===== config.mk =====
export PLATFORM = sky130hd
export DESIGN_NAME = burst_colgen
export DESIGN_NICKNAME = d
export VERILOG_FILES = /design/src/rtl/burst_pkg.sv /design/src/rtl/burst_len_decode.sv /design/src/rtl/burst_col_map.sv /design/src/rtl/burst_beat_ctrl.sv /design/src/rtl/burst_colgen.sv
export SDC_FILE = /design/constraint.sdc
export NUM_CORES = 1
export LEC_CHECK = 0
export ABC_AREA = 0
export BUFFER_PORTS_ARGS = -buffer_cell sky130_fd_sc_hd__buf_2
export CORE_MARGIN = 3
export CORE_UTILIZATION = 45
export DETAILED_ROUTE_END_ITERATION = 6
export PLACE_DENSITY = 0.66
export SLEW_MARGIN = 20
export SYNTH_ARGS = -nofsm -noshare
export SYNTH_HDL_FRONTEND = slang
export SYNTH_HIERARCHICAL = 1
export SYNTH_SLANG_ARGS = --single-unit

===== constraint.sdc =====
create_clock -name clk -period 6.3 [get_ports clk]
set_clock_uncertainty 0.15 [all_clocks]
set_input_delay 0.945 -clock clk [delete_from_list [all_inputs] [get_ports clk]]
set_output_delay 0.945 -clock clk [all_outputs]
set_load 0.01 [all_outputs]

===== src/rtl/burst_pkg.sv =====
package burst_pkg;
  localparam int unsigned LEN_W = 3;

  typedef enum logic {
    ORD_SEQ = 1'b0,
    ORD_ILV = 1'b1
  } order_e;
endpackage


===== src/rtl/burst_len_decode.sv =====
module burst_len_decode #(
  parameter int unsigned COL_W = 8
) (
  input  logic [burst_pkg::LEN_W-1:0] code_i,
  output logic [COL_W-1:0]            mask_o,
  output logic                        full_o
);
  assign full_o = code_i[burst_pkg::LEN_W-1];

  // bit i of the mask is set when it lies inside the wrapping window
  for (genvar gi = 0; gi < COL_W; gi++) begin : g_mask
    assign mask_o[gi] = full_o | (gi < int'(code_i[1:0]));
  end
endmodule


===== src/rtl/burst_col_map.sv =====
module burst_col_map #(
  parameter int unsigned COL_W = 8
) (
  input  logic [COL_W-1:0] base_i,
  input  logic [COL_W-1:0] beat_i,
  input  logic [COL_W-1:0] mask_i,
  input  burst_pkg::order_e ord_i,
  output logic [COL_W-1:0] col_o
);
  import burst_pkg::*;

  function automatic logic [COL_W-1:0] seq_col(
    input logic [COL_W-1:0] base, input logic [COL_W-1:0] beat,
    input logic [COL_W-1:0] mask);
    logic [COL_W-1:0] sum;
    sum = base + beat;
    return (base & ~mask) | (sum & mask);
  endfunction

  function automatic logic [COL_W-1:0] ilv_col(
    input logic [COL_W-1:0] base, input logic [COL_W-1:0] beat,
    input logic [COL_W-1:0] mask);
    return base ^ (beat & mask);
  endfunction

  always_comb begin
    if (ord_i == ORD_ILV) col_o = ilv_col(base_i, beat_i, mask_i);
    else                  col_o = seq_col(base_i, beat_i, mask_i);
  end
endmodule


===== src/rtl/burst_beat_ctrl.sv =====
module burst_beat_ctrl #(
  parameter int unsigned COL_W = 8
) (
  input  logic              clk,
  input  logic              rst_n,
  input  logic              start_i,
  input  logic              term_i,
  input  logic [COL_W-1:0]  col_i,
  input  logic [COL_W-1:0]  mask_i,
  input  logic              full_i,
  input  logic              ilv_i,
  output logic              active_o,
  output logic [COL_W-1:0]  beat_o,
  output logic [COL_W-1:0]  base_o,
  output logic [COL_W-1:0]  mask_o,
  output logic              full_o,
  output burst_pkg::order_e ord_o,
  output logic              last_o,
  output logic              adv_o
);
  import burst_pkg::*;

  logic              active_q;
  logic [COL_W-1:0]  beat_q;
  logic [COL_W-1:0]  base_q;
  logic [COL_W-1:0]  mask_q;
  logic              full_q;
  order_e            ord_q;
  logic              last_w;
  logic              stop_w;

  assign last_w = active_q & ~full_q & (beat_q == mask_q);
  assign stop_w = term_i | last_w;
  assign adv_o  = active_q & ~start_i & ~stop_w;

  always_ff @(posedge clk) begin
    if (!rst_n) begin
      active_q <= 1'b0;
      beat_q   <= '0;
      base_q   <= '0;
      mask_q   <= '0;
      full_q   <= 1'b0;
      ord_q    <= ORD_SEQ;
    end else if (start_i) begin
      active_q <= 1'b1;
      beat_q   <= '0;
      base_q   <= col_i;
      mask_q   <= mask_i;
      full_q   <= full_i;
      ord_q    <= (ilv_i & ~full_i) ? ORD_ILV : ORD_SEQ;
    end else if (active_q) begin
      if (stop_w) active_q <= 1'b0;
      else        beat_q   <= beat_q + 1'b1;
    end
  end

  assign active_o = active_q;
  assign beat_o   = beat_q;
  assign base_o   = base_q;
  assign mask_o   = mask_q;
  assign full_o   = full_q;
  assign ord_o    = ord_q;
  assign last_o   = last_w;
endmodule


===== src/rtl/burst_colgen.sv =====
module burst_colgen #(
  parameter int unsigned COL_W = 8
) (
  input  logic                        clk,
  input  logic                        rst_n,
  input  logic                        start_i,
  input  logic [COL_W-1:0]            start_col_i,
  input  logic [burst_pkg::LEN_W-1:0] len_sel_i,
  input  logic                        ilv_i,
  input  logic                        term_i,
  output logic [COL_W-1:0]            col_o,
  output logic                        valid_o,
  output logic                        last_o
);
  import burst_pkg::*;

  logic [COL_W-1:0] dec_mask;
  logic             dec_full;
  logic [COL_W-1:0] beat_w;
  logic [COL_W-1:0] base_w;
  logic [COL_W-1:0] mask_w;
  logic             full_w;
  order_e           ord_w;
  logic             ev_adv;

  burst_len_decode #(.COL_W(COL_W)) u_dec (
    .code_i (len_sel_i),
    .mask_o (dec_mask),
    .full_o (dec_full)
  );

  burst_beat_ctrl #(.COL_W(COL_W)) u_ctrl (
    .clk      (clk),
    .rst_n    (rst_n),
    .start_i  (start_i),
    .term_i   (term_i),
    .col_i    (start_col_i),
    .mask_i   (dec_mask),
    .full_i   (dec_full),
    .ilv_i    (ilv_i),
    .active_o (valid_o),
    .beat_o   (beat_w),
    .base_o   (base_w),
    .mask_o   (mask_w),
    .full_o   (full_w),
    .ord_o    (ord_w),
    .last_o   (last_o),
    .adv_o    (ev_adv)
  );

  burst_col_map #(.COL_W(COL_W)) u_map (
    .base_i (base_w),
    .beat_i (beat_w),
    .mask_i (mask_w),
    .ord_i  (ord_w),
    .col_o  (col_o)
  );
endmodule


==> flow_summary.ini <==
[worst_setup_path]
crit_chain = ha_1, inv_1, fa_1, nor2b_4, o31a_1, o31ai_2, xnor2_1, a31o_1, buf_2
rr_worst_depth = 5
path_delay_family = adder cells
cp-end-kind = output pin
cp-start-kind = flop
crit_path_max_incr_delay_ns = 0.46
cp.required_ns = 5.20
reg2reg_from = u_ctrl/beat_o[4]
worstPathArrival_ns = 2.28
cp_num_buf_inv = 2
crit_path_max_fanout = 8
r2r_slack_ns = 4.24
path_class = flop to output pin
critical_path.slowest_cell = dfxtp_1
r2r_end = u_ctrl/beat_o[0]

[cts]
clk_path_buf_depth = 2
post-cts-setup-buffers = 0
cts_buffers = 3
clkSinkCount = 27
htree_levels = 1
clockRootBuffer = clkbuf_8
path_clk_slew_ns = 0.09
cts_hold_buffers = 0
postCtsResizedCells = 0
clk_latency_ns = 0.27
cts_tree = done

[timing]
post-route-min-period_ns = 3.38
slew_viol_final = 0
timing.final.crit_share_pct = 53.6
rsz0062_at_grt = no
hold_viol_final = 0
fmax_mhz = 296
worst_pin_slew_ns = 0.576
timing.slew.headroom_pct = 61.5
finalSetupViolations = 0
finalSetupTns_ns = 0

[synthesis]
synth_fp_nets = 232
synth_area_mm2 = 0.00182
synth.avg_cell_area_um2 = 8.77
syn_inst = 207
synth_warnings = 6

[finish]
drive_above_1_share_pct = 18.4
final_common_cell = dfxtp_1
multi_input_area_mm2 = 0.00118
layout_common_cells = dfxtp_1, buf_2, nor2b_1, mux2i_1, nand2_1
finish.net_count = 249
final-seq-area_um2 = 541
fillers = 357
n_antenna_cell = 0
syn2layout_area_growth_pct = 8.55
finalInstanceArea_mm2 = 0.00197

[worst_hold_path]
min_from = u_ctrl/full_o
min_path_cells = 2
hold_path_end = u_ctrl/full_o
hp-class = flop to flop

[power_and_ir_drop]
p_comb_share_pct = 17.3
p_sw_share_pct = 27.3
p_clk_share_pct = 28.6
seqPwrFrac_pct = 54.2
p_per_area_mw_per_mm2 = 176
p_sw_w = 0.0000949
p_int_w = 0.000253
p_leak_nw = 0.899
ir_drop_mv = 0.143

[route]
drtIter0Drc = 102
wirelength_mm = 3.80
first_pass_iters = 4
vias_per_cell = 5.49
post_drt_wl_per_cell_um = 14.0
antenna_left = 0
drcViolationCount = 0
vias = 1487

[run_status]
outcome = complete, no violations

[place]
port_buffers = 25
dp_hpwl_mm = 2.88
placed_area_mm2 = 0.00193
place_congestion = 0.811

[die]
ios = 26
coreArea_mm2 = 0.00377
die_width_um = 69.5
rows = 22
die_area_mm2 = 0.00483
die_h_um = 69.5
initial_utilization_pct = 48.1

[global_routing]
grt_use_total_pct = 16.1
grt_max_degree = 22
grt_pass1_wl_mm = 6.31
grt_pass1_vias = 1302
overflow = 0
antenna_found_initial = 0

[run]
cap_violations = 0
==> metrics by stage <==
stage / hold WS [ns] / utilization (%) / setup slack (ns) / total power [W] / cells
final: 0.377 / 52.3 / 2.92 / 0.000347 / 271
after floorplan: 0.323 / - / 3.42 / 0.000235 / 207
after CTS: 0.376 / 52.3 / 2.90 / 0.000352 / 271
after detailed placement: 0.350 / 51.1 / 3.22 / 0.000252 / 267
after global routing: 0.401 / 52.3 / 2.76 / 0.000368 / 271
after global placement: 0.336 / 51.1 / 3.24 / 0.000251 / 267
==> registers in the layout, indices dropped and copies added, names as in the netlist <==
| register | count |
|---|---|
| u_ctrl/mask_o | 8 |
| u_ctrl/base_o | 8 |
| u_ctrl/active_o | 1 |
| u_ctrl/ord_o | 1 |
| u_ctrl/beat_o | 8 |
| u_ctrl/full_o | 1 |
==> cell type report <==
type                    count  share of cell area [%]
multi-input cells         161                    59.7
flip-flops and latches     27                    27.4
repair buffers             25                    6.35
well taps                  48                    3.05
clock buffers               4                    2.29
inverters                   6                    1.14
==> power by group through the flow <==
stage	clock network [W]	logic, W	registers (W)
after floorplan	0	0.0000459	0.000189
after global placement	0	0.0000592	0.000192
after detailed placement	0	0.0000601	0.000192
after CTS	0.000104	0.0000603	0.000188
after global routing	0.000112	0.0000669	0.000190
final	0.0000993	0.0000600	0.000188
==> worst reg2reg max path, cell delays in order (launching register included) <==
cell and delay [ns]:
dfxtp_1 0.49, xor2_1 0.13, nor4_2 0.50, a31oi_1 0.29, nand2_1 0.21, mux2i_1 0.21
==> layer usage <==
layer,GRT usage [%],share of wire (%),up-vias
met5,0,0,-
met4,2.60,0.58,0
li1,-,-,773
met3,4.35,5.3,2
met1,21.7,50,676
met2,26.3,44,36
==> worst max-delay path by stage <==
stage / depth (start not counted) / slack (ns) / to / start
after floorplan: 8 / 3.42 / col_o[6] / u_ctrl/beat_o[0]
after global placement: 9 / 3.24 / col_o[6] / u_ctrl/beat_o[0]
after detailed placement: 9 / 3.22 / col_o[6] / u_ctrl/beat_o[0]
after CTS: 9 / 2.90 / col_o[6] / u_ctrl/beat_o[0]
after global routing: 9 / 2.76 / col_o[6] / u_ctrl/beat_o[0]
final: 9 / 2.92 / col_o[6] / u_ctrl/beat_o[0]
(Power assumes the default switching activity.)
